<file path="config.mk">
export PLATFORM = sky130hd
export DESIGN_NAME = adc_sync_seq
export DESIGN_NICKNAME = d
export VERILOG_FILES = /design/src/rtl/adc_sync_pkg.sv /design/src/rtl/adc_spi_shift.sv /design/src/rtl/adc_code_fmt.sv /design/src/rtl/adc_sync_seq.sv
export SDC_FILE = /design/constraint.sdc
export NUM_CORES = 1
export LEC_CHECK = 0
export BUFFER_PORTS_ARGS = -buffer_cell sky130_fd_sc_hd__buf_2
export CORE_MARGIN = 4
export CORE_UTILIZATION = 45
export DETAILED_ROUTE_END_ITERATION = 10
export GPL_ROUTABILITY_DRIVEN = 0
export PLACE_DENSITY = 0.66
export SETUP_SLACK_MARGIN = 0.5
export SYNTH_ARGS = -nofsm -noshare
export SYNTH_HDL_FRONTEND = slang
export SYNTH_SLANG_ARGS = --single-unit
</file>
<file path="constraint.sdc">
create_clock -name clk -period 1.8 [get_ports clk]
set_input_delay 0.27 -clock clk [delete_from_list [all_inputs] [get_ports clk]]
set_output_delay 0.27 -clock clk [all_outputs]
set_load 0.1 [all_outputs]
</file>
<file path="src/rtl/adc_sync_pkg.sv">
package adc_sync_pkg;

    typedef enum logic [3:0] {
        ST_IDLE,
        ST_RST_GO,
        ST_RST_WAIT,
        ST_GAP,
        ST_CMD_GO,
        ST_CMD_WAIT,
        ST_RDY_WAIT,
        ST_RD_GO,
        ST_RD_WAIT
    } seq_state_t;

    localparam int CODE_W = 24;
    localparam int WORD_W = 32;
    localparam int CLR_W  = 8;

endpackage

</file>
<file path="src/rtl/adc_spi_shift.sv">
module adc_spi_shift #(
    parameter int DIV  = 4,
    parameter int MAXB = 40,
    localparam int NB_W = $clog2(MAXB + 1),
    localparam int CW   = (DIV > 1) ? $clog2(DIV) : 1
) (
    input  logic            clk,
    input  logic            rst_n,
    input  logic            start,
    input  logic [NB_W-1:0] nbits,
    input  logic [MAXB-1:0] tx_data,
    input  logic            miso,
    output logic            sclk,
    output logic            mosi,
    output logic [MAXB-1:0] rx_data,
    output logic            done
);

    logic            busy;
    logic            phase;
    logic [CW-1:0]   hcnt;
    logic [NB_W-1:0] left;
    logic [MAXB-1:0] txsh;
    logic [MAXB-1:0] rxsh;

    always_ff @(posedge clk or negedge rst_n) begin
        if (!rst_n) begin
            busy  <= 1'b0;
            phase <= 1'b0;
            hcnt  <= '0;
            left  <= '0;
            txsh  <= '0;
            rxsh  <= '0;
            done  <= 1'b0;
        end else begin
            done <= 1'b0;
            if (start && !busy) begin
                busy  <= 1'b1;
                phase <= 1'b0;
                hcnt  <= '0;
                left  <= nbits;
                txsh  <= tx_data;
            end else if (busy) begin
                if (hcnt == CW'(DIV - 1)) begin
                    hcnt <= '0;
                    if (!phase) begin
                        // rising edge: capture the device bit
                        phase <= 1'b1;
                        rxsh  <= {rxsh[MAXB-2:0], miso};
                    end else begin
                        // falling edge: launch the next bit or finish
                        phase <= 1'b0;
                        if (left == NB_W'(1)) begin
                            busy <= 1'b0;
                            done <= 1'b1;
                        end else begin
                            left <= left - NB_W'(1);
                            txsh <= {txsh[MAXB-2:0], 1'b0};
                        end
                    end
                end else begin
                    hcnt <= hcnt + CW'(1);
                end
            end
        end
    end

    assign sclk    = busy & phase;
    assign mosi    = busy & txsh[MAXB-1];
    assign rx_data = rxsh;

endmodule

</file>
<file path="src/rtl/adc_code_fmt.sv">
module adc_code_fmt
    import adc_sync_pkg::*;
#(
    parameter int OUT_W  = 32,
    parameter int OF_BIT = 2
) (
    input  logic [WORD_W-1:0] word,
    input  logic              bipolar,
    output logic [OUT_W-1:0]  sample,
    output logic              ovf
);

    logic [CODE_W-1:0] code;
    assign code = word[WORD_W-1 -: CODE_W];
    assign ovf  = word[OF_BIT];

    generate
        if (OUT_W > CODE_W) begin : g_ext
            logic fill;
            assign fill   = bipolar & code[CODE_W-1];
            assign sample = {{(OUT_W-CODE_W){fill}}, code};
        end else begin : g_same
            assign sample = code[OUT_W-1:0];
        end
    endgenerate

endmodule

</file>
<file path="src/rtl/adc_sync_seq.sv">
module adc_sync_seq
    import adc_sync_pkg::*;
#(
    parameter int         N_DEV     = 2,
    parameter int         DIV       = 4,
    parameter int         RST_LEN   = 16,
    parameter logic [7:0] RST_FILL  = 8'hFF,
    parameter logic [7:0] RST_TAIL  = 8'hFE,
    parameter logic [7:0] CMD_START = 8'hC0,
    parameter int         OF_BIT    = 2,
    parameter int         OUT_W     = 32,
    localparam int IDX_W   = (N_DEV > 1) ? $clog2(N_DEV) : 1,
    localparam int RD_BITS = CLR_W + WORD_W,
    localparam int NB_W    = $clog2(RD_BITS + 1),
    localparam int GAP_CYC = 2 * DIV,
    localparam int GW      = $clog2(GAP_CYC + 1),
    localparam int BW      = (RST_LEN > 1) ? $clog2(RST_LEN) : 1
) (
    input  logic             clk,
    input  logic             rst_n,
    input  logic             bipolar,
    input  logic             miso,
    output logic             sclk,
    output logic             mosi,
    output logic [N_DEV-1:0] cs_n,
    output logic [OUT_W-1:0] sample,
    output logic             sample_valid,
    output logic             sample_ovf,
    output logic [IDX_W-1:0] sample_dev,
    output logic             overrun
);

    seq_state_t state, nxt, gap_ret;
    logic [GW-1:0]      gap_cnt;
    logic [BW-1:0]      byte_cnt;
    logic [IDX_W-1:0]   dev_idx;
    logic               pass_done;

    logic               x_start;
    logic [NB_W-1:0]    x_nbits;
    logic [RD_BITS-1:0] x_tx;
    logic [RD_BITS-1:0] x_rx;
    logic               x_done;
    logic [OUT_W-1:0]   f_sample;
    logic               f_ovf;

    wire last_byte = (byte_cnt == BW'(RST_LEN - 1));
    wire last_dev  = (dev_idx == IDX_W'(N_DEV - 1));
    wire gap_end   = (gap_cnt == GW'(GAP_CYC - 1));

    adc_spi_shift #(.DIV(DIV), .MAXB(RD_BITS)) u_shift (
        .clk(clk), .rst_n(rst_n), .start(x_start), .nbits(x_nbits),
        .tx_data(x_tx), .miso(miso), .sclk(sclk), .mosi(mosi),
        .rx_data(x_rx), .done(x_done)
    );

    adc_code_fmt #(.OUT_W(OUT_W), .OF_BIT(OF_BIT)) u_fmt (
        .word(x_rx[WORD_W-1:0]), .bipolar(bipolar),
        .sample(f_sample), .ovf(f_ovf)
    );

    // next-state logic
    always_comb begin
        nxt = state;
        unique case (state)
            ST_IDLE:     nxt = ST_RST_GO;
            ST_RST_GO:   nxt = ST_RST_WAIT;
            ST_RST_WAIT: if (x_done) nxt = last_byte ? ST_GAP : ST_RST_GO;
            ST_GAP:      if (gap_end) nxt = gap_ret;
            ST_CMD_GO:   nxt = ST_CMD_WAIT;
            ST_CMD_WAIT: if (x_done) nxt = ST_GAP;
            ST_RDY_WAIT: if (!miso) nxt = ST_RD_GO;
            ST_RD_GO:    nxt = ST_RD_WAIT;
            ST_RD_WAIT:  if (x_done) nxt = ST_GAP;
            default:     nxt = ST_IDLE;
        endcase
    end

    // state register
    always_ff @(posedge clk or negedge rst_n) begin
        if (!rst_n) state <= ST_IDLE;
        else        state <= nxt;
    end

    // state-decoded outputs: selects and transfer launch
    always_comb begin
        cs_n    = '1;
        x_start = 1'b0;
        x_nbits = NB_W'(8);
        x_tx    = '0;
        unique case (state)
            ST_IDLE, ST_GAP: cs_n = '1;
            ST_RST_GO: begin
                cs_n    = '0;
                x_start = 1'b1;
                x_tx    = {(last_byte ? RST_TAIL : RST_FILL), {(RD_BITS-8){1'b0}}};
            end
            ST_RST_WAIT, ST_CMD_WAIT: cs_n = '0;
            ST_CMD_GO: begin
                cs_n    = '0;
                x_start = 1'b1;
                x_tx    = {CMD_START, {(RD_BITS-8){1'b0}}};
            end
            ST_RDY_WAIT, ST_RD_WAIT: cs_n[dev_idx] = 1'b0;
            ST_RD_GO: begin
                cs_n[dev_idx] = 1'b0;
                x_start       = 1'b1;
                x_nbits       = NB_W'(RD_BITS);
            end
            default: cs_n = '1;
        endcase
    end

    // datapath registers
    always_ff @(posedge clk or negedge rst_n) begin
        if (!rst_n) begin
            gap_ret      <= ST_CMD_GO;
            gap_cnt      <= '0;
            byte_cnt     <= '0;
            dev_idx      <= '0;
            pass_done    <= 1'b0;
            overrun      <= 1'b0;
            sample       <= '0;
            sample_valid <= 1'b0;
            sample_ovf   <= 1'b0;
            sample_dev   <= '0;
        end else begin
            sample_valid <= 1'b0;
            gap_cnt      <= (state == ST_GAP) ? gap_cnt + GW'(1) : '0;
            unique case (state)
                ST_RST_WAIT: if (x_done) begin
                    if (last_byte) gap_ret <= ST_CMD_GO;
                    else           byte_cnt <= byte_cnt + BW'(1);
                end
                ST_CMD_WAIT: if (x_done) gap_ret <= ST_RDY_WAIT;
                ST_RDY_WAIT: begin
                    pass_done <= 1'b0;
                    if (pass_done && !miso) overrun <= 1'b1;
                end
                ST_RD_WAIT: if (x_done) begin
                    sample       <= f_sample;
                    sample_ovf   <= f_ovf;
                    sample_dev   <= dev_idx;
                    sample_valid <= 1'b1;
                    if (last_dev) begin
                        dev_idx   <= '0;
                        pass_done <= 1'b1;
                        gap_ret   <= ST_RDY_WAIT;
                    end else begin
                        dev_idx <= dev_idx + IDX_W'(1);
                        gap_ret <= ST_RD_GO;
                    end
                end
                default: ;
            endcase
        end
    end

endmodule

</file>
# [Word level (Yosys, flattened, before mapping)]
# Index checks and enable logic that the tools add are counted.
[totals] word_cells=130 output_inout_bits=40 mem_count=0 latchBits=0 input_bits=4 regBits=130 ram_bits=0 rom_bits=0
[op_classes] n_addsub=5 n_mux=53 order_cmp=2 n_eq_ne=21 n_mul=0 n_reduce_logical=24 shifts=0 n_bitwise=7 n_div=0
[ops] operator="2-to-1 mux 40 bit" count=5
[ops] operator="case mux 40 bit (2 select lines)" count=1
[ops] operator="2-to-1 mux 4 bit" count=9
[ops] operator="2-to-1 mux 6 bit" count=6
[ops] operator="case mux 4 bit (8 select lines)" count=1
[ops] operator="2-to-1 mux 1 bit" count=23
[ops] operator="equality test 4 x 3 -> 1 bit (second input constant)" count=5
[ops] operator="case mux 4 bit (3 select lines)" count=1
[ops] operator="AND reduction 4 bit" count=3
[ops] operator="inequality test 2 x 1 -> 1 bit (second input constant)" count=5
[ops] operator="adder 4 x 1 -> 4 bit (second input constant)" count=2
[ops] operator="equality test 4 x 2 -> 1 bit (second input constant)" count=2
[ops] operator="equality test 4 bit (second input constant)" count=2
[ops] operator="2-to-1 mux 2 bit" count=4
[ops] operator="inequality test 2 bit (second input constant)" count=4
[ops] operator="nonzero test 2 bit" count=4
[ops] operator="equality test 6 x 1 -> 1 bit (second input constant)" count=1
[ops] operator="AND reduction 2 bit" count=3
[ops] operator="AND reduction 3 bit" count=2
[ops] operator="OR reduction 3 bit" count=2
[ops] operator="subtractor 6 x 1 -> 6 bit (second input constant)" count=1
[ops] operator="AND reduction 5 bit" count=1
[ops] operator="equality test 4 x 1 -> 1 bit (second input constant)" count=1
[ops] operator="zero test 4 bit" count=1
[ops] operator="other kinds (16)" count=23

# [Logic depth before layout (Yosys ltp)]
# Gate-level depths: netlist of the first run.
[depth] word_depth=6 mapped_depth=7 ltp_nobuf=6

# [Cells and area by module]
# Synthesis of the first run repeated with hierarchy kept, for this count alone.
[hier_totals] cells_unflattened=499 area_unflattened_um2=6419.9
[by_module_without_submodules] module="adc_spi_shift" seq_area_each_um2=2277.2 cells_each=284 area_per_inst_um2=3832.4 n_inst=1
[by_module_without_submodules] module="adc_sync_seq" seq_area_each_um2=1301.2 cells_each=181 area_per_inst_um2=2333.5 n_inst=1
[by_module_without_submodules] module="adc_code_fmt" seq_area_each_um2=0.0 cells_each=34 area_per_inst_um2=254.0 n_inst=1

# [Least setup slack after synthesis of the first run]
# No wires, ideal clock.
[synth_timing] kind="register to output" start="register state[1]" end="output cs_n[1]" path_slack_ns=-1.000 path_stages_with_launch=7 required_time_ns=1.530 t_arrival_ns=2.530 n_path_buf=2 path_cell_list="dfrtp_1 buf_2 clkbuf_1 inv_1 o21ai_0 a21oi_1 a21oi_1"
[synth_via] elab_chain_len=3 elab_cells_between_ends=10 cone_classes="7 x eq/ne; 1 x mux; 2 x reduce/logical"
[synth_lines] item="start, declared" line_no="adc_sync_seq.sv:33" text="seq_state_t state, nxt, gap_ret;"
[synth_lines] item="start signal, assigned" line_no="adc_sync_seq.sv:82" text="else state <= nxt;"
[synth_lines] item="equality test 4 x 3 -> 1 bit (tied with other cells)" line_no="adc_sync_seq.sv:91" text="unique case (state)"
[synth_lines] item="OR reduction 4 bit (no source line) / OR reduction 3 bit (equally long branches)"
[synth_lines] item="case mux 2 bit (2 select lines) *" line_no="adc_sync_seq.sv:91"
[synth_lines] item="end, declared" line_no="adc_sync_seq.sv:25" text="output logic [N_DEV-1:0] cs_n,"
# Every way passes the cells marked *; elsewhere a longest branch is shown, timed or not.

# [Worst setup path in the final report of the first run]
[layout_timing] start="register state[0]" end="output cs_n[1]"
# Same word-level chain as after synthesis.

==> results.md, run 1 <==
* Largest family of logic cells by synthesized area: multiplexers
* Post-synthesis mux area share at 17.2%
* H-tree levels at 3
* Post-synthesis sequential area ratio at 55.4%
* Final worst setup slack at -0.149 ns
* Compound-Gate Fraction of Synth Area at 9.81%
* Worst EP arrival at 1.68 ns
* Pwr per Cell Area at 559 mW/mm²
* Total CTS buffers at 9
* Die Width at 106 µm
* Gr busiest metal: met2
* Max Clock Freq at 0.513 GHz
* Skew-Pair Late Insertion Delay at 0.37 ns
* Area leader, netlist: dfrtp_1
* Final-layout fill cell count at 569
* Tcrit/Tclk final at 108%
* Mapped Nets at 348
* PortBufs at 43
* Vias in the first global route at 3,238
* Die area at 0.0113 mm²
* N_diodes at 0
* DR WL/cell at 19.1 µm
* Most common cell after layout, fill and taps aside: dfrtp_1
* GR Util met1 at 24.8%
* Routed vias at 3,056
* Tightest Pin Transition at 0.589 ns
* Share of the synthesized area in the top cell type at 55.4%
* Nets at 454
* R2R Path End: u_shift.txsh[34]
* Worst R2R Start: state[2]
* Max-cap viol count at 0
* Syn_area_per_cell at 12.8 µm²
* Status: complete, but fails checks
* Num ports at 44
* Via-to-Cell Ratio at 5.28
* Predominant post-synthesis flop cell: dfrtp_1
* Die height at 106 µm
* WP data required at 1.53 ns
* Worst-path maximum fanout at 6
* Seq cells post-synth at 96
* Root buffer cell: clkbuf_8
* Core ar. at 0.00933 mm²
* Setup-failing EPs final at 2
* RSZ-0062 raised after global routing: true
* Synthesized instance count at 339
* Worst Setup End Kind: output pin
* Final Non-Filler Cells at 579
* HPWL after detailed placement at 5410 µm
* Relative slew slack at 60.7%
* Post-synth ARST share at 100%
* GRT Residual Overflow at 0
* Post-Synth Simple-Gate Area at 9.52%
* Floorplan row count at 35
* Violated checks: negative setup slack
* Met2 usage at 33.8%
* Fin crit period at 1.95 ns
* Clk slew on worst S/H paths at 0.12 ns
* Initial antenna violation count at 0
* Global-route wire length before repair at 17,400 µm
* Leakage at 0.00329 µW
* Cells on worst reg2reg path at 9
* First-pass DRT Iterations at 4
* Synth area leaders: dfrtp_1 55%, mux2_2 8.3%, mux2_4 7.6%, nand2_1 1.7%, ha_1 1.4%
* Max VDD drop at 0.551 mV
* All-Layer GR Usage at 19.6%
* Syn. warnings at 0
* Worst min path class: in -> reg
* Setup Skew at 0.0195 ns
* Crit start category: flip-flop
* Post-Synth Adder-Cell Area at 1.44%
* Final instance area at 0.00677 mm²
* Placed Area at 0.00492 mm²
* Flop-to-flop setup slack at 0 ns
* Initial Util at 46.5%
* Commonest cells after routing, fill and taps aside: 90 x dfrtp_1, 57 x mux2_4, 37 x buf_12
* Setup Crit Path Kind: reg -> out
* Share of cells above drive strength 1 at 58.9%
* Total Wirelength at 11,000 µm
* Drt initial violations at 172
* Clock buffer depth at 2
* Largest net degree at the start of global routing at 34
* Post-synth EDFFs at 0
* Post-Syn Area at 0.00434 mm²
* Sink Count at 96
* Yosys cell types at 59
* Routed Antenna Nets at 0
* Final hold vios at 0
* Crit path from: state[0]
* Critical path endpoint: cs_n[1]
* Tot Pwr at 3780 µW
* Worst Hold Margin at 0.130 ns
* Synth Area in XOR/XNOR at 1.82%
* Setup TNS at -0.292 ns
* Met3 Use GR at 4.01%
* Pins Over Slew Limit at 0
* Area added between synthesis and finish at 56.1%
* CTS tree: built
* DRC at 0
* Inst Count DP at 505
## worst min-delay path by stage
stage               depth (start not counted)  slack (ns)           to  startpoint
floorplan                                   0       -0.03  byte_cnt[0]       rst_n
global placement                            1        0.25   sample[18]       rst_n
detailed placement                          1        0.26   sample[19]       rst_n
CTS                                         3        0.11   sample[24]     bipolar
global route                                3        0.11   sample[24]     bipolar
finish                                      3        0.13   sample[24]     bipolar
## power by group
part / internal [µW] / total, µW / switching [µW]
Combinational: 23.0 / 72.0 / 48.9
Clock: 688 / 1540 / 855
Sequential: 2160 / 2170 / 4.83
Total: 2870 / 3780 / 908
## metrics by stage
step	worst slack [ns]	utilization [%]
finish	-0.149	72.6
global route	-0.228	72.6
CTS	-0.177	67.0
detailed placement	0.0943	52.7
global placement	0.124	52.7
floorplan	0.110	-
## sequential cells by signal, indices dropped and copies added (netlist names), 2 cells and up
signal	count
u_shift.hcnt	2
u_shift.txsh	8
u_shift.rx_data	32
u_shift.left	6
state	4
sample	25
gap_ret	2
gap_cnt	4
byte_cnt	4
## synthesized netlist by cell type (all sizes together), types with 3 or more instances
| library cell | instances |
|---|---|
| a211oi | 3 |
| a21oi | 13 |
| a31oi | 5 |
| and2 | 3 |
| buf | 22 |
| clkbuf | 4 |
| dfrtp | 96 |
| ha | 5 |
| inv | 11 |
| mux2 | 57 |
| nand2 | 21 |
| nand3 | 6 |
| nor2 | 14 |
| nor2b | 3 |
| nor3 | 4 |
| nor4 | 3 |
| nor4b | 3 |
| o21a | 5 |
| o21ai | 11 |
| o22a | 6 |
| o22ai | 3 |
| xnor2 | 7 |
## worst max-delay path, cell delays in order, from the launching register on
cell and delay (ns):
dfrtp_2 0.48, and2b_1 0.20, a21oi_2 0.12, buf_4 0.13, a21oi_2 0.06, a21oi_4 0.14, buf_12 0.19
## layout make-up
class	count	area, µm²	area share [%]
clock buffers	9	124	1.83
clock inverters	7	100	1.48
inverters	11	41.3	0.610
multi-input cells	206	2210	32.6
flip-flops and latches	96	2410	35.6
well taps	129	161	2.38
repair buffers	121	1720	25.4
## repair_timing
item                                    4_1_cts  5_1_grt
hold buffers                                  1        0
endpoints found under the hold margin        30        0
resized for setup                           195       71
buffers inserted                             27       22
endpoints found under the setup margin      128      133
gates cloned                                  7        1
pin swaps                                    33       26
## cells by family (layout without fill, tap and decap cells)
| kind of cell | Yosys count | in the layout |
|---|---|---|
| flip-flops | 96 | 96 |
| AND/OR/NAND/NOR | 71 | 71 |
| AO/OA/AOI/OAI | 62 | 62 |
| multiplexers | 59 | 59 |
| buffers and inverters | 37 | 148 |
| XOR/XNOR | 9 | 9 |
| adder cells (fa/ha/maj) | 5 | 5 |
## metal layers
| layer | vias to the layer above | routed length (µm) |
|---|---|---|
| met1 | 1552 | 4470 |
| met5 | - | 0 |
| met3 | 10 | 379 |
| met4 | 0 | 132 |
| met2 | 79 | 6050 |
| li1 | 1415 | - |
Note: power is estimated with default switching activity, not from simulation.
==> run 2: changes to the inputs <==
--- a/config.mk
+++ b/config.mk
@@ -5,12 +5,12 @@
 export SDC_FILE = /design/constraint.sdc
 export NUM_CORES = 1
 export LEC_CHECK = 0
+export ABC_AREA = 1
 export BUFFER_PORTS_ARGS = -buffer_cell sky130_fd_sc_hd__buf_2
 export CORE_MARGIN = 4
-export CORE_UTILIZATION = 45
+export CORE_UTILIZATION = 40
 export DETAILED_ROUTE_END_ITERATION = 10
 export GPL_ROUTABILITY_DRIVEN = 0
-export PLACE_DENSITY = 0.66
 export SETUP_SLACK_MARGIN = 0.5
 export SYNTH_ARGS = -nofsm -noshare
 export SYNTH_HDL_FRONTEND = slang
==> run 2 against run 1 <==
Compared with the run above: the run still ends with negative setup slack left; power increased by 0.88%; clock skew about the same; die area increased by 8.6%; maximum frequency increased by 1.7%; sequential share of layout area increased by 2.2 points; combinational power decreased by 12%; register-to-register slack improved by 0.06 ns; flip-flop and latch count unchanged; global-route usage decreased by 2.9 points; setup slack improved by 0.032 ns.
==> results.md, run 2 <==
* CP top delay family: flip-flops
* Post-synth ARST share at 100% (unchanged)
* Post-synth EDFFs at 0 (unchanged)
* H-tree levels at 3 (unchanged)
* Post-Syn Area at 0.00421 mm² (-2.8%)
* Syn_area_per_cell at 8.82 µm² (-31%)
* Status: complete, but fails checks
* Met2 wire len at 5680 µm (-6.2%)
* Post-synth top cells: 142 x nand2_1, 96 x dfrtp_1, 52 x inv_1
* Max Clock Freq at 0.522 GHz (+1.7%)
* DR WL/cell at 15.5 µm (-18%)
* Buffer and inverter count on the worst path at 2 (unchanged)
* Nets at 589 (+30%)
* Max Used Layer: met4
* Skew-Pair Late Insertion Delay at 0.36 ns (about the same)
* Most common cell after layout, fill and taps aside: nand2_1
* Floorplan row count at 37 (+5.7%)
* Cells along the critical path: inv_2 -> nor2_4 -> nand2_4 -> nand2_4 -> a21oi_4 -> nand3_4 -> o21ai_4 -> buf_12
* Comb pwr share at 1.7% (-0.2 points)
* Drt initial violations at 114 (-34%)
* Pwr per Cell Area at 598 mW/mm² (+6.9%)
* Pins Over Slew Limit at 0 (unchanged)
* Pre-CTS setup slack at 0.0886 ns (-0.00573 ns)
* PortBufs at 43 (unchanged)
* Syn. warnings at 0 (unchanged)
* Core ar. at 0.0103 mm² (+10%)
* Vias in the first global route at 3,534 (+9.1%)
* Flop pwr share at 56.7% (-0.6 points)
* Fin crit period at 1.92 ns (-0.0320 ns)
* Largest net degree at the start of global routing at 46 (+35%)
* Setup TNS at -0.235 ns (+0.0578 ns)
* DRC at 0 (unchanged)
* RSZ-0062 raised after global routing: true
* Met3 routed WL at 449 µm (+18%)
* N_diodes at 0 (unchanged)
* Clk pwr share at 41.6% (+0.8 points)
* Most common cell on crit path: nand2_4
* HPWL after detailed placement at 5430 µm (+0.43%)
* Post-synthesis sequential area ratio at 57.0% (+1.6 points)
* Violated checks: negative setup slack
* Final worst setup slack at -0.117 ns (+0.0320 ns)
* Relative slew slack at 73.5% (+13 points)
* Worst min path class: in -> reg
* Setup Crit Path Kind: reg -> out
* Synthesized instance count at 478 (+41%)
* Die area at 0.0122 mm² (+8.6%)
* Clock buffer depth at 2 (unchanged)
* Inst Count DP at 641 (+27%)
* Seq cells post-synth at 96 (unchanged)
* GRT Residual Overflow at 0 (unchanged)
* Total Wirelength at 11,200 µm (+1.5%)
* Initial antenna violation count at 0 (unchanged)
* All-Layer GR Usage at 16.7% (-2.9 points)
* Clk slew on worst S/H paths at 0.11 ns (about the same)
* Tightest Pin Transition at 0.398 ns (-0.191 ns)
* Mapped Nets at 487 (+40%)
* Crit start category: flip-flop
* Commonest cells after routing, fill and taps aside: 103 x nand2_1, 89 x dfrtp_1, 42 x inv_1
* Synth area leaders: dfrtp_1 57%, nand2_1 13%, o21ai_0 4.8%, inv_1 4.6%, nand3_1 3.9%
* Tcrit/Tclk final at 107% (-1.8 points)
* Tot Pwr at 3820 µW (+0.88%)
* Initial Util at 41.0% (-5.5 points)
* Sink Count at 96 (unchanged)
* Max VDD drop at 0.484 mV (-12%)
* First-pass DRT Iterations at 5 (+1)
* Num ports at 44 (unchanged)
* Worst Hold Margin at 0.137 ns (+0.00608 ns)
* Final hold vios at 0 (unchanged)
* Psw at 813 µW (-11%)
* Via-to-Cell Ratio at 4.89 (-7.3%)
* Total CTS buffers at 9 (unchanged)
* Largest register FFs at 32 (unchanged)
* Setup Skew at 0.0193 ns (-0.000194 ns)
* WL met1 at 4920 µm (+10%)
* Worst Setup End Kind: output pin
* Yosys cell types at 29 (-51%)
* Die height at 111 µm (+4.2%)
* Switching part of the total at 21.3% (-2.7 points)
* Routed Antenna Nets at 0 (unchanged)
* Routed vias at 3,528 (+15%)
* Global-route wire length before repair at 17,000 µm (-2.6%)
* Setup-failing EPs final at 2 (unchanged)
* Area added between synthesis and finish at 51.5%
* Count leader, synth: nand2_1
* CP max stage delay at 0.47 ns (about the same)
* Final Non-Filler Cells at 721 (+25%)
* Predominant post-synthesis flop cell: dfrtp_1
* Area leader, netlist: dfrtp_1
* Worst EP arrival at 1.65 ns (-0.03 ns)
* Max-cap viol count at 0 (unchanged)
* Share of cells above drive strength 1 at 40.9% (-18 points)
* Cell internal pwr at 3000 µW (+4.5%)
* Root buffer cell: clkbuf_8
* WP data required at 1.53 ns (about the same)
* Share of the synthesized area in the top cell type at 57.0% (+1.6 points)
* Die Width at 111 µm (+4.2%)
* CTS tree: built
* CP max stage cell: dfrtp_2
* Leakage at 0.00304 µW (-7.6%)
* Worst-path maximum fanout at 5 (-1)
run 2: changes by cell type after synthesis, moves of 5 or more:
cell     change
o21ai_0     +29
a31oi_1      -5
nand3_1     +27
nor2_2       +6
nand2_1    +122
inv_1       +41
o22a_1       -6
mux2_4      -22
nor2_1      +12
o21ai_1     +13
xnor2_1      -5
mux2_2      -32
run 2: what timing repair did:
item | CTS | global route
endpoints found under the setup margin | 110 | 128
hold buffers | 1 | 0
hold endpoints to repair | 27 | 0
gates cloned | 8 | 3
gates resized for setup | 194 | 91
setup buffers | 29 | 23
pin swaps | 18 | 28
run 2: cell families after synthesis:
| logic type | share of synthesized area (%) |
|---|---|
| and+or+nand+nor | 22.7 |
| DFF | 57.0 |
| buffers and inverters | 9.32 |
| AOI/OAI and AO/OA | 8.19 |
| xor gates and xnor gates | 1.25 |
| adders and majority gates | 1.48 |
run 2: area by class of cell:
type | instances | area (µm²)
clock buffers | 10 | 138
clock inverters | 6 | 90.1
fillers | 824 | 3890
inverters | 56 | 246
multi-input cells | 305 | 1940
flip-flops and latches | 96 | 2410
well taps | 136 | 170
repair buffers | 106 | 1310
repair inverters | 6 | 83.8
run 2: power groups by stage:
stage	Sequential, µW	Clock, µW	Combinational (µW)
2_1_floorplan	2210	0	6.15
3_3_place_gp	2210	0	64.1
3_5_place_dp	2210	0	65.8
4_1_cts	2160	1610	66.9
5_1_grt	2170	1720	74.7
6_report	2160	1590	63.4
run 2: per-layer routing:
layer,track usage [%],vias to the layer above
met5,0,-
met4,4.27,0
met3,4.77,14
met2,27.6,70
met1,21.6,1732
li1,-,1712
run 2: worst reg2reg max path, cell delays in order (launching register included):
cell,delay [ns]
dfrtp_2,0.45
buf_6,0.13
nor2_4,0.16
nand2_4,0.09
buf_4,0.14
buf_6,0.12
nand3_4,0.16
buf_6,0.15
nand2_8,0.07
nand2_4,0.08
nand3_2,0.07
nand2_1,0.07
run 2: per-stage QoR:
step	utilization, %	cell area (µm²)
CTS	56.5	5800
finish	62.1	6380
floorplan	-	4280
global placement	44.7	4590
detailed placement	44.7	4590
global route	62.1	6380
run 2: worst paths after layout:
| check | startpoint | end | slack [ns] | cells after the start |
|---|---|---|---|---|
| max in group asynchronous | rst_n | u_shift.busy | 0.84 | 3 |
| min | bipolar | sample[24] | 0.14 | 3 |
| max reg2reg | state[2] | u_shift.left[5] | 0.06 | 11 |
| min reg2reg | gap_cnt[0] | gap_cnt[0] | 0.48 | 1 |
| min in group asynchronous | rst_n | u_shift.txsh[34] | 0.37 | 2 |
| max | state[0] | cs_n[0] | -0.12 | 8 |
==> run 3: changes to the inputs <==
--- a/config.mk
+++ b/config.mk
@@ -11,6 +11,7 @@
 export CORE_UTILIZATION = 40
 export DETAILED_ROUTE_END_ITERATION = 10
 export GPL_ROUTABILITY_DRIVEN = 0
+export RECOVER_POWER = 25
 export SETUP_SLACK_MARGIN = 0.5
 export SYNTH_ARGS = -nofsm -noshare
 export SYNTH_HDL_FRONTEND = slang
==> run 3 against run 2 <==
Compared with the run above: the run still ends with negative setup slack left; critical endpoint unchanged; clock power hardly changed; flip-flop and latch count did not move; utilization fell by 0.21 points; power down 0.14%.
==> results.md, run 3 (synthesis results as in run 2) <==
* Setup TNS at -0.232 ns (+0.00216 ns)
* Flop-to-flop setup slack at 0.06 ns (about the same)
* Met3 Use GR at 4.77% (unchanged)
* DR WL/cell at 15.5 µm (about the same)
* Tightest Pin Transition at 0.733 ns (+0.335 ns)
* Tcrit/Tclk final at 106% (about the same)
* Cells along the critical path: inv_2 -> nor2_4 -> nand2_4 -> nand2_4 -> a21oi_4 -> nand3_4 -> o21ai_4 -> buf_12
* Final hold vios at 0 (unchanged)
* Switching part of the total at 21.3% (+0.029 points)
* Die Width at 111 µm (unchanged)
* Routed vias at 3,524 (-0.11%)
* WP data required at 1.53 ns (about the same)
* Clock buffer depth at 2 (unchanged)
* Worst-path maximum fanout at 5 (unchanged)
* Drt initial violations at 131 (+15%)
* First-pass DRT Iterations at 5 (unchanged)
* Setup-failing EPs final at 2 (unchanged)
* Worst Setup End Kind: output pin
* Nets at 589 (unchanged)
* Initial antenna violation count at 0 (unchanged)
* GRT Residual Overflow at 0 (unchanged)
* CP max stage cell: dfrtp_2
* Fin crit period at 1.92 ns (-0.00108 ns)
* PortBufs at 43 (unchanged)
* Setup Crit Path Kind: reg -> out
* HPWL after detailed placement at 5430 µm (unchanged)
* Leakage at 0.00303 µW (-0.31%)
* Max VDD drop at 0.485 mV (+0.14%)
* Comb pwr share at 1.5% (-0.2 points)
* Die height at 111 µm (unchanged)
* Most common cell on crit path: nand2_4
* Core ar. at 0.0103 mm² (unchanged)
* Total Wirelength at 11,200 µm (about the same)
* Num ports at 44 (unchanged)
* Gr busiest metal: met2
* N_diodes at 0 (unchanged)
* Met2 usage at 27.6% (unchanged)
* Initial Util at 41.0% (unchanged)
* CP top delay family: flip-flops
* Die area at 0.0122 mm² (unchanged)
* Routed Antenna Nets at 0 (unchanged)
* Clk slew on worst S/H paths at 0.11 ns (about the same)
* Floorplan row count at 37 (unchanged)
* Status: complete, but fails checks
* Worst EP arrival at 1.65 ns (about the same)
* Final-layout fill cell count at 830 (+0.73%)
* Buffer and inverter count on the worst path at 2 (unchanged)
* Via-to-Cell Ratio at 4.89 (-0.11%)
* Setup Skew at 0.0192 ns (-0.000148 ns)
* Violated checks: negative setup slack
* Crit start category: flip-flop
* Max-cap viol count at 0 (unchanged)
* Sink Count at 96 (unchanged)
* H-tree levels at 3 (unchanged)
* Commonest cells after routing, fill and taps aside: 103 x nand2_1, 89 x dfrtp_1, 42 x inv_1
* Inst Count DP at 641 (unchanged)
* Area added between synthesis and finish at 51.0%
* DRC at 0 (unchanged)
* Pwr per Cell Area at 599 mW/mm² (+0.19%)
* Pins Over Slew Limit at 0 (unchanged)
* RSZ-0062 raised after global routing: true
* Worst min path class: in -> reg
* GR Util met1 at 21.6% (unchanged)
* Final worst setup slack at -0.116 ns (+0.00108 ns)
* Global-route wire length before repair at 17,000 µm (unchanged)
* Flop pwr share at 56.8% (about the same)
* Largest net degree at the start of global routing at 46 (unchanged)
* Vias in the first global route at 3,534 (unchanged)
* Largest register FFs at 32 (unchanged)
* Share of cells above drive strength 1 at 40.7% (-0.17 points)
* Worst Hold Margin at 0.137 ns (+0.000129 ns)
* Cell internal pwr at 3000 µW (-0.18%)
* Root buffer cell: clkbuf_8
* Psw at 813 µW (about the same)
* Most common cell after layout, fill and taps aside: nand2_1
* CTS tree: built
* Final Non-Filler Cells at 721 (unchanged)
* Total CTS buffers at 9 (unchanged)
* Relative slew slack at 51.1% (-22 points)
* Clk pwr share at 41.7% (about the same)
* All-Layer GR Usage at 16.7% (unchanged)
* CP max stage delay at 0.47 ns (about the same)
* Max Clock Freq at 0.522 GHz (about the same)
* Skew-Pair Late Insertion Delay at 0.36 ns (about the same)
==> run 3: cell types whose count changed in the layout (fill, tap and decap cells not counted) <==
cell and change:
buf_12 -1, buf_4 -2, clkbuf_1 +1, clkbuf_2 +2
==> run 3: timing repair <==
item | in CTS | in global routing
endpoints found under the setup margin | 110 | 128
buffers inserted | 29 | 23
cloned | 8 | 3
hold endpoints to repair | 27 | 0
gates resized for setup | 194 | 91
hold buffers | 1 | 0
pin swaps | 18 | 28
==> run 3: stage by stage <==
stage | worst slack (ns) | utilization, % | cell area, µm² | total power [µW]
finish | -0.116 | 61.9 | 6360 | 3810
global route | -0.209 | 61.9 | 6360 | 3950
global placement | 0.140 | 44.7 | 4590 | 2270
CTS | -0.0779 | 56.5 | 5800 | 3840
floorplan | 0.128 | - | 4280 | 2210
detailed placement | 0.0886 | 44.7 | 4590 | 2270
==> run 3: final cells by class <==
| type | count | area [µm²] | share of cell area, % |
|---|---|---|---|
| clock inverters | 6 | 90.1 | 1.42 |
| clock buffers | 10 | 138 | 2.16 |
| inverters | 56 | 246 | 3.87 |
| well taps | 136 | 170 | 2.67 |
| flip-flops and latches | 96 | 2410 | 37.9 |
| repair inverters | 6 | 83.8 | 1.32 |
| multi-input cells | 305 | 1940 | 30.4 |
| repair buffers | 106 | 1280 | 20.2 |
==> run 3: worst min-delay path, delay by kind of cell <==
family,cells,cell delay (ns)
buf+inv,1,0.08
simple gates,2,0.12
==> run 3: power by group through the flow <==
| stage | sequential (µW) | combinational (µW) | clock (µW) |
|---|---|---|---|
| floorplan | 2210 | 6.15 | 0 |
| detailed placement | 2210 | 65.8 | 0 |
| finish | 2160 | 57.2 | 1590 |
| global placement | 2210 | 64.1 | 0 |
| global route | 2170 | 68.2 | 1720 |
| CTS | 2160 | 66.9 | 1610 |
==> run 3: worst paths after layout <==
kind                       startpoint                  end  depth (start not counted)
max                          state[0]              cs_n[0]                          8
max in group asynchronous       rst_n  u_shift.rx_data[15]                          3
max reg2reg                  state[2]      u_shift.left[5]                         11
min in group asynchronous       rst_n     u_shift.txsh[34]                          2
min                           bipolar           sample[24]                          3
min reg2reg                gap_cnt[0]           gap_cnt[0]                          1
==> run 3: per-layer routing <==
layer	vias to the layer above	part of all wire (%)	routed length [µm]
met4	0	1.5	167
met2	72	51	5700
met5	-	0	0
met3	16	4.1	457
met1	1725	44	4880
li1	1711	-	-
